--- src/rtl/flash_split_pkg.sv ---
package flash_split_pkg;

  typedef enum logic [1:0] {
    ST_IDLE  = 2'd0,
    ST_ISSUE = 2'd1,
    ST_WAIT  = 2'd2,
    ST_RESP  = 2'd3
  } split_state_e;

  localparam logic [7:0] OP_PROG_BUF = 8'h02;
  localparam logic [7:0] OP_PROG_RMW = 8'h58;

endpackage

--- src/rtl/flash_range_check.sv ---
module flash_range_check #(
  parameter int CHIP_BYTES = 65536,
  parameter int ADDR_W     = 16,
  parameter int LEN_W      = 17
) (
  input  logic [ADDR_W-1:0] offset,
  input  logic [LEN_W-1:0]  length,
  output logic              fits
);
  localparam int SUM_W = ADDR_W + 2;

  logic [SUM_W-1:0] end_pos;

  always_comb begin
    end_pos = SUM_W'(offset) + SUM_W'(length);
    fits    = (end_pos <= SUM_W'(CHIP_BYTES));
  end

endmodule

--- src/rtl/flash_chunk_calc.sv ---
module flash_chunk_calc #(
  parameter int PAGE_BYTES = 256,
  parameter int ADDR_W     = 16,
  parameter int LEN_W      = 17,
  localparam int PAGE_LOG  = $clog2(PAGE_BYTES),
  localparam int CLEN_W    = PAGE_LOG + 1
) (
  input  logic [ADDR_W-1:0] cur_addr,
  input  logic [LEN_W-1:0]  remaining,
  output logic [CLEN_W-1:0] chunk_len
);
  logic [CLEN_W-1:0] room;

  always_comb begin
    // distance from the current address to the next page boundary
    room = CLEN_W'(PAGE_BYTES) - CLEN_W'(cur_addr[PAGE_LOG-1:0]);
    if (remaining < LEN_W'(room)) begin
      chunk_len = remaining[CLEN_W-1:0];
    end else begin
      chunk_len = room;
    end
  end

endmodule

--- src/rtl/flash_byte_gate.sv ---
module flash_byte_gate #(
  parameter int CLEN_W = 9,
  parameter int DATA_W = 8
) (
  input  logic              clk,
  input  logic              rst_n,
  input  logic              load,
  input  logic [CLEN_W-1:0] load_len,
  input  logic              up_valid,
  output logic              up_ready,
  input  logic [DATA_W-1:0] up_data,
  output logic              dn_valid,
  input  logic              dn_ready,
  output logic [DATA_W-1:0] dn_data
);
  logic [CLEN_W-1:0] cnt_q, cnt_d;
  logic              cnt_en;
  logic              open;
  logic              xfer;

  always_comb begin
    open     = (cnt_q != '0);
    dn_valid = up_valid && open;
    up_ready = dn_ready && open;
    dn_data  = up_data;
    xfer     = dn_valid && dn_ready;
    cnt_en   = load || xfer;
    cnt_d    = load ? load_len : (cnt_q - CLEN_W'(1));
  end

  always_ff @(posedge clk or negedge rst_n) begin
    if (!rst_n) begin
      cnt_q <= '0;
    end else if (cnt_en) begin
      cnt_q <= cnt_d;
    end
  end

  // a new chunk may only be loaded once the previous one has drained
  assert_gate_drained_R10: assert property (@(posedge clk) disable iff (!rst_n)
    load |-> (cnt_q == '0));

endmodule

--- src/rtl/flash_write_splitter.sv ---
module flash_write_splitter
  import flash_split_pkg::*;
#(
  parameter int PAGE_BYTES = 256,
  parameter int CHIP_BYTES = 65536,
  parameter bit USE_RMW    = 1'b0,
  localparam int ADDR_W    = $clog2(CHIP_BYTES),
  localparam int LEN_W     = ADDR_W + 1,
  localparam int PAGE_LOG  = $clog2(PAGE_BYTES),
  localparam int CLEN_W    = PAGE_LOG + 1
) (
  input  logic              clk,
  input  logic              rst_n,
  input  logic              req_valid,
  output logic              req_ready,
  input  logic [ADDR_W-1:0] req_offset,
  input  logic [LEN_W-1:0]  req_len,
  output logic              done,
  output logic              done_err,
  output logic              cmd_valid,
  input  logic              cmd_ready,
  output logic [7:0]        cmd_opcode,
  output logic [ADDR_W-1:0] cmd_addr,
  output logic [CLEN_W-1:0] cmd_len,
  input  logic              cmd_done,
  input  logic              cmd_err,
  input  logic              src_valid,
  output logic              src_ready,
  input  logic [7:0]        src_data,
  output logic              dst_valid,
  input  logic              dst_ready,
  output logic [7:0]        dst_data,
  output logic              wp_n
);
  localparam logic [7:0] PROG_OP = USE_RMW ? OP_PROG_RMW : OP_PROG_BUF;

  split_state_e      state_q, state_d;
  logic [ADDR_W-1:0] addr_q, addr_d;
  logic [LEN_W-1:0]  rem_q, rem_d;
  logic [CLEN_W-1:0] chunk_q, chunk_d;
  logic              err_q, err_d;
  logic              wp_n_q, wp_n_d;
  logic              ctx_en, chunk_en;
  logic              fits;
  logic [CLEN_W-1:0] chunk_len;
  logic              issue_fire;

  flash_range_check #(
    .CHIP_BYTES (CHIP_BYTES),
    .ADDR_W     (ADDR_W),
    .LEN_W      (LEN_W)
  ) u_range (
    .offset (req_offset),
    .length (req_len),
    .fits   (fits)
  );

  flash_chunk_calc #(
    .PAGE_BYTES (PAGE_BYTES),
    .ADDR_W     (ADDR_W),
    .LEN_W      (LEN_W)
  ) u_chunk (
    .cur_addr  (addr_q),
    .remaining (rem_q),
    .chunk_len (chunk_len)
  );

  flash_byte_gate #(
    .CLEN_W (CLEN_W),
    .DATA_W (8)
  ) u_gate (
    .clk      (clk),
    .rst_n    (rst_n),
    .load     (issue_fire),
    .load_len (chunk_len),
    .up_valid (src_valid),
    .up_ready (src_ready),
    .up_data  (src_data),
    .dn_valid (dst_valid),
    .dn_ready (dst_ready),
    .dn_data  (dst_data)
  );

  // next-state logic
  always_comb begin
    state_d    = state_q;
    addr_d     = addr_q;
    rem_d      = rem_q;
    chunk_d    = chunk_q;
    err_d      = err_q;
    ctx_en     = 1'b0;
    chunk_en   = 1'b0;
    req_ready  = (state_q == ST_IDLE);
    cmd_valid  = (state_q == ST_ISSUE);
    done       = (state_q == ST_RESP);
    issue_fire = cmd_valid && cmd_ready;
    unique case (state_q)
      ST_IDLE: begin
        if (req_valid) begin
          ctx_en = 1'b1;
          addr_d = req_offset;
          rem_d  = req_len;
          if (!fits) begin
            err_d   = 1'b1;
            state_d = ST_RESP;
          end else if (req_len == '0) begin
            err_d   = 1'b0;
            state_d = ST_RESP;
          end else begin
            err_d   = 1'b0;
            state_d = ST_ISSUE;
          end
        end
      end
      ST_ISSUE: begin
        if (issue_fire) begin
          chunk_en = 1'b1;
          chunk_d  = chunk_len;
          state_d  = ST_WAIT;
        end
      end
      ST_WAIT: begin
        if (cmd_done) begin
          if (cmd_err) begin
            ctx_en  = 1'b1;
            err_d   = 1'b1;
            state_d = ST_RESP;
          end else begin
            ctx_en = 1'b1;
            addr_d = addr_q + ADDR_W'(chunk_q);
            rem_d  = rem_q - LEN_W'(chunk_q);
            state_d = (rem_q == LEN_W'(chunk_q)) ? ST_RESP : ST_ISSUE;
          end
        end
      end
      ST_RESP: begin
        state_d = ST_IDLE;
      end
      default: state_d = ST_IDLE;
    endcase
    wp_n_d = (state_d == ST_ISSUE) || (state_d == ST_WAIT);
  end

  // registers
  always_ff @(posedge clk or negedge rst_n) begin
    if (!rst_n) begin
      state_q <= ST_IDLE;
      wp_n_q  <= 1'b0;
    end else begin
      state_q <= state_d;
      wp_n_q  <= wp_n_d;
    end
  end

  always_ff @(posedge clk or negedge rst_n) begin
    if (!rst_n) begin
      addr_q <= '0;
      rem_q  <= '0;
      err_q  <= 1'b0;
    end else if (ctx_en) begin
      addr_q <= addr_d;
      rem_q  <= rem_d;
      err_q  <= err_d;
    end
  end

  always_ff @(posedge clk or negedge rst_n) begin
    if (!rst_n) begin
      chunk_q <= '0;
    end else if (chunk_en) begin
      chunk_q <= chunk_d;
    end
  end

  assign cmd_opcode = PROG_OP;
  assign cmd_addr   = addr_q;
  assign cmd_len    = chunk_len;
  assign done_err   = err_q;
  assign wp_n       = wp_n_q;

  assert_range_reject_R1: assert property (@(posedge clk) disable iff (!rst_n)
    (req_valid && req_ready && !fits) |=> (done && done_err && !wp_n));

  assert_zero_len_R2: assert property (@(posedge clk) disable iff (!rst_n)
    (req_valid && req_ready && fits && req_len == '0) |=> (done && !done_err && !wp_n));

  assert_chunk_in_page_R4: assert property (@(posedge clk) disable iff (!rst_n)
    cmd_valid |-> (cmd_len != '0 && LEN_W'(cmd_len) <= rem_q &&
                   (CLEN_W'(cmd_addr[PAGE_LOG-1:0]) + cmd_len) <= CLEN_W'(PAGE_BYTES)));

  assert_single_outstanding_R7: assert property (@(posedge clk) disable iff (!rst_n)
    (cmd_valid && cmd_ready) |=> !cmd_valid);

  assert_wp_open_R8: assert property (@(posedge clk) disable iff (!rst_n)
    (cmd_valid || dst_valid) |-> wp_n);

  assert_err_stops_R9: assert property (@(posedge clk) disable iff (!rst_n)
    (state_q == ST_WAIT && cmd_done && cmd_err) |=> (done && done_err && !cmd_valid));

  assert_done_pulse_R11: assert property (@(posedge clk) disable iff (!rst_n)
    done |=> (!done && req_ready));

endmodule

--- config.mk ---
export PLATFORM = sky130hd
export DESIGN_NAME = flash_write_splitter
export DESIGN_NICKNAME = d
export VERILOG_FILES = /design/src/rtl/flash_split_pkg.sv /design/src/rtl/flash_range_check.sv /design/src/rtl/flash_chunk_calc.sv /design/src/rtl/flash_byte_gate.sv /design/src/rtl/flash_write_splitter.sv
export SDC_FILE = /design/constraint.sdc
export NUM_CORES = 1
export LEC_CHECK = 0
export ABC_CLOCK_PERIOD_IN_PS = 4050
export BUFFER_PORTS_ARGS = -buffer_cell sky130_fd_sc_hd__clkbuf_2
export CAP_MARGIN = 0
export CORE_ASPECT_RATIO = 0.8
export CORE_MARGIN = 8
export CORE_UTILIZATION = 55
export DETAILED_ROUTE_END_ITERATION = 8
export PLACE_DENSITY = 0.79
export SLEW_MARGIN = 15
export SYNTH_ARGS = -nofsm -noshare
export SYNTH_HDL_FRONTEND = slang
export SYNTH_SLANG_ARGS = --single-unit
--- constraint.sdc ---
create_clock -name clk -period 4.05 [get_ports clk]
set_input_delay 0.6075 -clock clk [delete_from_list [all_inputs] [get_ports clk]]
set_output_delay 0.6075 -clock clk [all_outputs]
set_load 0.01 [all_outputs]
# After elaboration in Yosys (flattened, before gate mapping)
# Cells that the tools add are included.
# W data, S select, Z words.
[totals]
regBits = 55
input_bits = 49
elab_cells = 65
[classes]
addsub = 5
n_lt_le_gt_ge = 2
n_eq_ne = 10
mux = 28
n_reduce_logical = 13
[ops]
columns = ["operator", "count"]
rows = [
  ["$mux W17", 3],
  ["$mux W16", 3],
  ["$pmux W17 S2", 1],
  ["$pmux W16 S2", 1],
  ["$add A16 B17 Y18", 1],
  ["$le A18 B17 Y1 const B", 1],
  ["$mux W9", 2],
  ["$eq A17 B9 Y1", 1],
  ["$logic_not A17 Y1", 1],
  ["$lt A17 B9 Y1", 1],
  ["$sub A17 B9 Y17", 1],
  ["$add A16 B9 Y16", 1],
  ["$mux W2", 7],
  ["$reduce_and A5 Y1", 2],
  ["$reduce_bool A9 Y1", 1],
  ["$sub A9 B1 Y9 const B", 1],
  ["$sub A9 B8 Y9 const A", 1],
  ["$mux W1", 8],
  ["$ne A2 B2 Y1 const B", 4],
  ["$pmux W2 S4", 1],
  ["$eq A2 B2 Y1 const B", 3],
  ["$eq A2 B1 Y1 const B", 2],
  ["$logic_and A1 B1 Y1", 4],
  ["$pmux W1 S2", 2],
  ["other kinds (4)", 5],
]

# Longest topological paths before layout
[depth]
depth_word = 7
depth_mapped = 12
ltp_nobuf = 12

# Hierarchy
# From an unflattened synthesis, not the netlist that was laid out.
[hier_totals]
hier_cells = 634
area_unflattened_um2 = 5255.0
[by_module_without_submodules]
columns = ["module", "n_inst", "cells_each", "area_per_inst_um2", "seq_area_each_um2"]
rows = [
  ["flash_write_splitter", 1, 394, 3309.4, 1151.1],
  ["flash_range_check", 1, 108, 823.3, 0.0],
  ["flash_byte_gate", 1, 74, 655.6, 225.2],
  ["flash_chunk_calc", 1, 58, 466.7, 0.0],
]

# Least setup slack after synthesis
# OpenSTA, ideal clock, no wires.
[synth_path]
path_type = "flip-flop to output port"
from = "register addr_q[1] (netlist: cmd_addr[1])"
to = "output port cmd_len[2]"
t_arrival_ps = 2908
required_ps = 3442
slack_ps = 534
path_stages_with_launch = 12
cell_sequence = "dfrtp_1 > inv_1 > ha_1 > nand2_1 > or3_1 > nor3_1 > inv_1 > ha_1 > or4_1 > o21ai_2 > mux2_2 > inv_1"
[synth_via]
elab_chain_len = 3
[synth_rtl]
columns = ["element", "line_no", "rtl"]
rows = [
  ["start, declared", "flash_write_splitter.sv:38", "logic [ADDR_W-1:0] addr_q, addr_d;"],
  ["start signal, assigned", "flash_write_splitter.sv:161", "addr_q <= addr_d;"],
  ["$sub A9 B8 Y9 *", "flash_chunk_calc.sv:16", "room = CLEN_W'(PAGE_BYTES) - CLEN_W'(cur_addr[PAGE_LOG-1:0]);"],
  ["$lt A17 B9 Y1", "flash_chunk_calc.sv:17", "if (remaining < LEN_W'(room)) begin"],
  ["$mux W9 *", "flash_chunk_calc.sv:17", ""],
  ["end, declared", "flash_write_splitter.sv:24", "output logic [CLEN_W-1:0] cmd_len,"],
]
# Mark *: on every way between the ends. The rest lies on a longest branch, timed or not.

# Final worst setup path
[layout_path]
from = "register addr_q[0] (netlist: cmd_addr[0])"
to = "output port cmd_len[2]"
# The elaborated chain is that of the path after synthesis.

==> out/metrics.cfg <==
[die]
rows=31
die_w_um=123.2
ios=97
die_h_um=101.7
start_util=0.5616
die-area_mm2=0.01253
core_mm2=0.008999

[layout]
stdcell_area_mm2=0.005573
drive_gt1_frac=0.1703
final_common_cell=clkbuf_2
layout.nets=782
final_cell_mix=clkbuf_2, a21oi_1, dfrtp_1
area_delta_synth_final_pct=10.27
diodes=0
fin_cells=802

[clock_tree]
htreeDepth=2
clock_latency_ns=0.30
numClockSinks=55
numCtsBuffers=5
cts_root_buf=clkbuf_16
clock_path_buffers=2
clk_pin_slew_worst_paths_ns=0.07
holdBufCountCts=0
cts_tree=yes

[global_route]
grt_pass1_wl_um=24110
grt_max_degree=33
grtUsageTotal=0.2401
grt_antenna_before_repair=0
grt_overflow=0
grt_pass1_vias=4942

[synth]
ys_ff_latch=55
synth_edf_count=0
syn_avg_cell_area_um2=7.958
syn_area_mm2=0.005054
synth_flop_cell=dfrtp_1
synthArstFlopShare=1.000
postSynthCellCount=635
synth_top_area_share=0.2723
yosysSeqAreaShare=0.2723
synth_area_leaders=dfrtp_1, ha_1, a21oi_1
yosys_warnings=0
ys_types=66
yosys.area.top_type=dfrtp_1

[timing]
finalHoldViolations=0
slew_headroom=0.3332
period_share=0.9708
period_needed_ns=3.932
slew_viol_final=0
finalSetupViolations=0
fin_skew_ns=0.006206
fin_hold_ws_ns=0.3291
worst_pin_slew_ns=0.9957
setup_slack_ns=0.1184
max_freq_mhz=254.3

[route]
totalWireLength_um=15060
drc=0
drt_iter0_drc=386
ant_nets=0
vias=5064
vias_per_cell=6.314
firstDrtPassIters=5
wl_per_cell_um=18.78

[worst_setup_path]
endpoint_kind=output pin
start_kind=register
crit_slowest_cell=or4_1
crit_fanout=9
cp_common_cell=inv_1
crit_type=register to output pin
arrival_ns=3.32
cpPeakStageDelay_ns=0.50
crit_chain=inv_1 -> ha_2 -> nand2_1 -> or3_4 -> nor3_2 -> inv_1 -> ha_1 -> or4_1 -> o21ai_2 -> buf_6 -> mux2_2 -> inv_1 -> clkbuf_2
critical_path_required_ns=3.44

[power]
vdd_drop_max_uv=419.2
power_uw=4368
powerDensity_mw_per_mm2=783.9
power_leakage_uw=0.002557

[worst_hold_path]
hp-class=primary input to async pin

[outcome]
outcome=complete, no violations

[place]
post-place-ws_ns=0.3202
hpwl_um=11700
gp_congestion=0.9840
dpl_cell_area_mm2=0.005395
portBuffers=72
post-place-cells=792

[flow_run]
maxCapViolCount=0

final timing paths:
check,from,endpoint,slack [ns],cells after the start
max,cmd_addr[0],cmd_len[2],0.12,13
min,rst_n,chunk_q[2],0.33,1
max reg2reg,cmd_addr[0],chunk_q[4],0.97,12
min reg2reg,rem_q[14],rem_q[14],0.52,1
max in group asynchronous,rst_n,cmd_addr[0],2.80,2
min in group clk,rem_q[14],rem_q[14],0.52,1
critical path: cells and delay by family, from the launching register on:
kind / cells / cell delay [ns]
simple gates: 4 / 1.13
buf+inv: 5 / 0.52
flops: 1 / 0.44
fa+ha+maj: 2 / 0.41
mux: 1 / 0.37
compound gates: 1 / 0.14
layer usage:
metal	GRT usage	routed length (µm)
met1	0.3158	6830
met2	0.3880	6752
met3	0.05181	1166
met4	0.06833	311
met5	0	0
registers in the layout, summed over array words and instances (netlist names):
register and flops:
done_err 1, chunk_q 9, state_q 2, wp_n 1, cmd_addr 16, rem_q 17
u_gate.cnt_q 9
power by group:
group,leakage [µW],internal [µW],switching [µW]
registers,0.000629,816,355
logic,0.00186,1150,1600
clock network,0.0000658,229,211
through the flow:
stage               utilization   TNS, ns
floorplan                     -         0
global placement         0.5996         0
detailed placement       0.5996         0
CTS                      0.6162         0
global route             0.6193  -0.04174
finish                   0.6193         0
area by class of cell:
cell class                 count  area [µm²]
clock buffer                   5       125.1
clock inverter                 3       20.02
fill                         838        3426
inverter                      48       180.2
multi-input combinational    496        3302
sequential                    55        1378
tap                          115       143.9
timing repair buffer          80       424.2
repair_timing:
action	in CTS	in global routing
setup buffers	0	2
setup endpoints to repair	2	9
endpoints found under the hold margin	0	0
gates resized for setup	1	5
cloned	0	0
kinds of logic (layout without fill, tap and decap cells):
logic type,after synthesis,count (layout),synth area share
fa+ha+maj,47,47,0.1208
simple gates,210,210,0.2040
buf+inv,90,136,0.08245
mux,14,14,0.02921
other cells,2,8,0.001486
compound gates,190,190,0.2429
flops,55,55,0.2723
xor+xnor,27,27,0.04679
cell usage after synthesis (all sizes together) (5+ instances only):
cell type,count
a21oi,65
nor4,13
o211ai,7
o21ai,39
nor2,52
xnor2,17
buf,20
and3,5
or3,6
a21o,9
mux2,6
o22ai,7
a31oi,8
clkbuf,22
dfrtp,55
ha,44
nand3,18
nor2b,14
a211oi,13
a2bb2oi,5
o31ai,5
or4,8
xor2,10
mux2i,8
nor3,16
inv,48
nand2,53
nand4,7
Power figures use the tool's default switching activity.
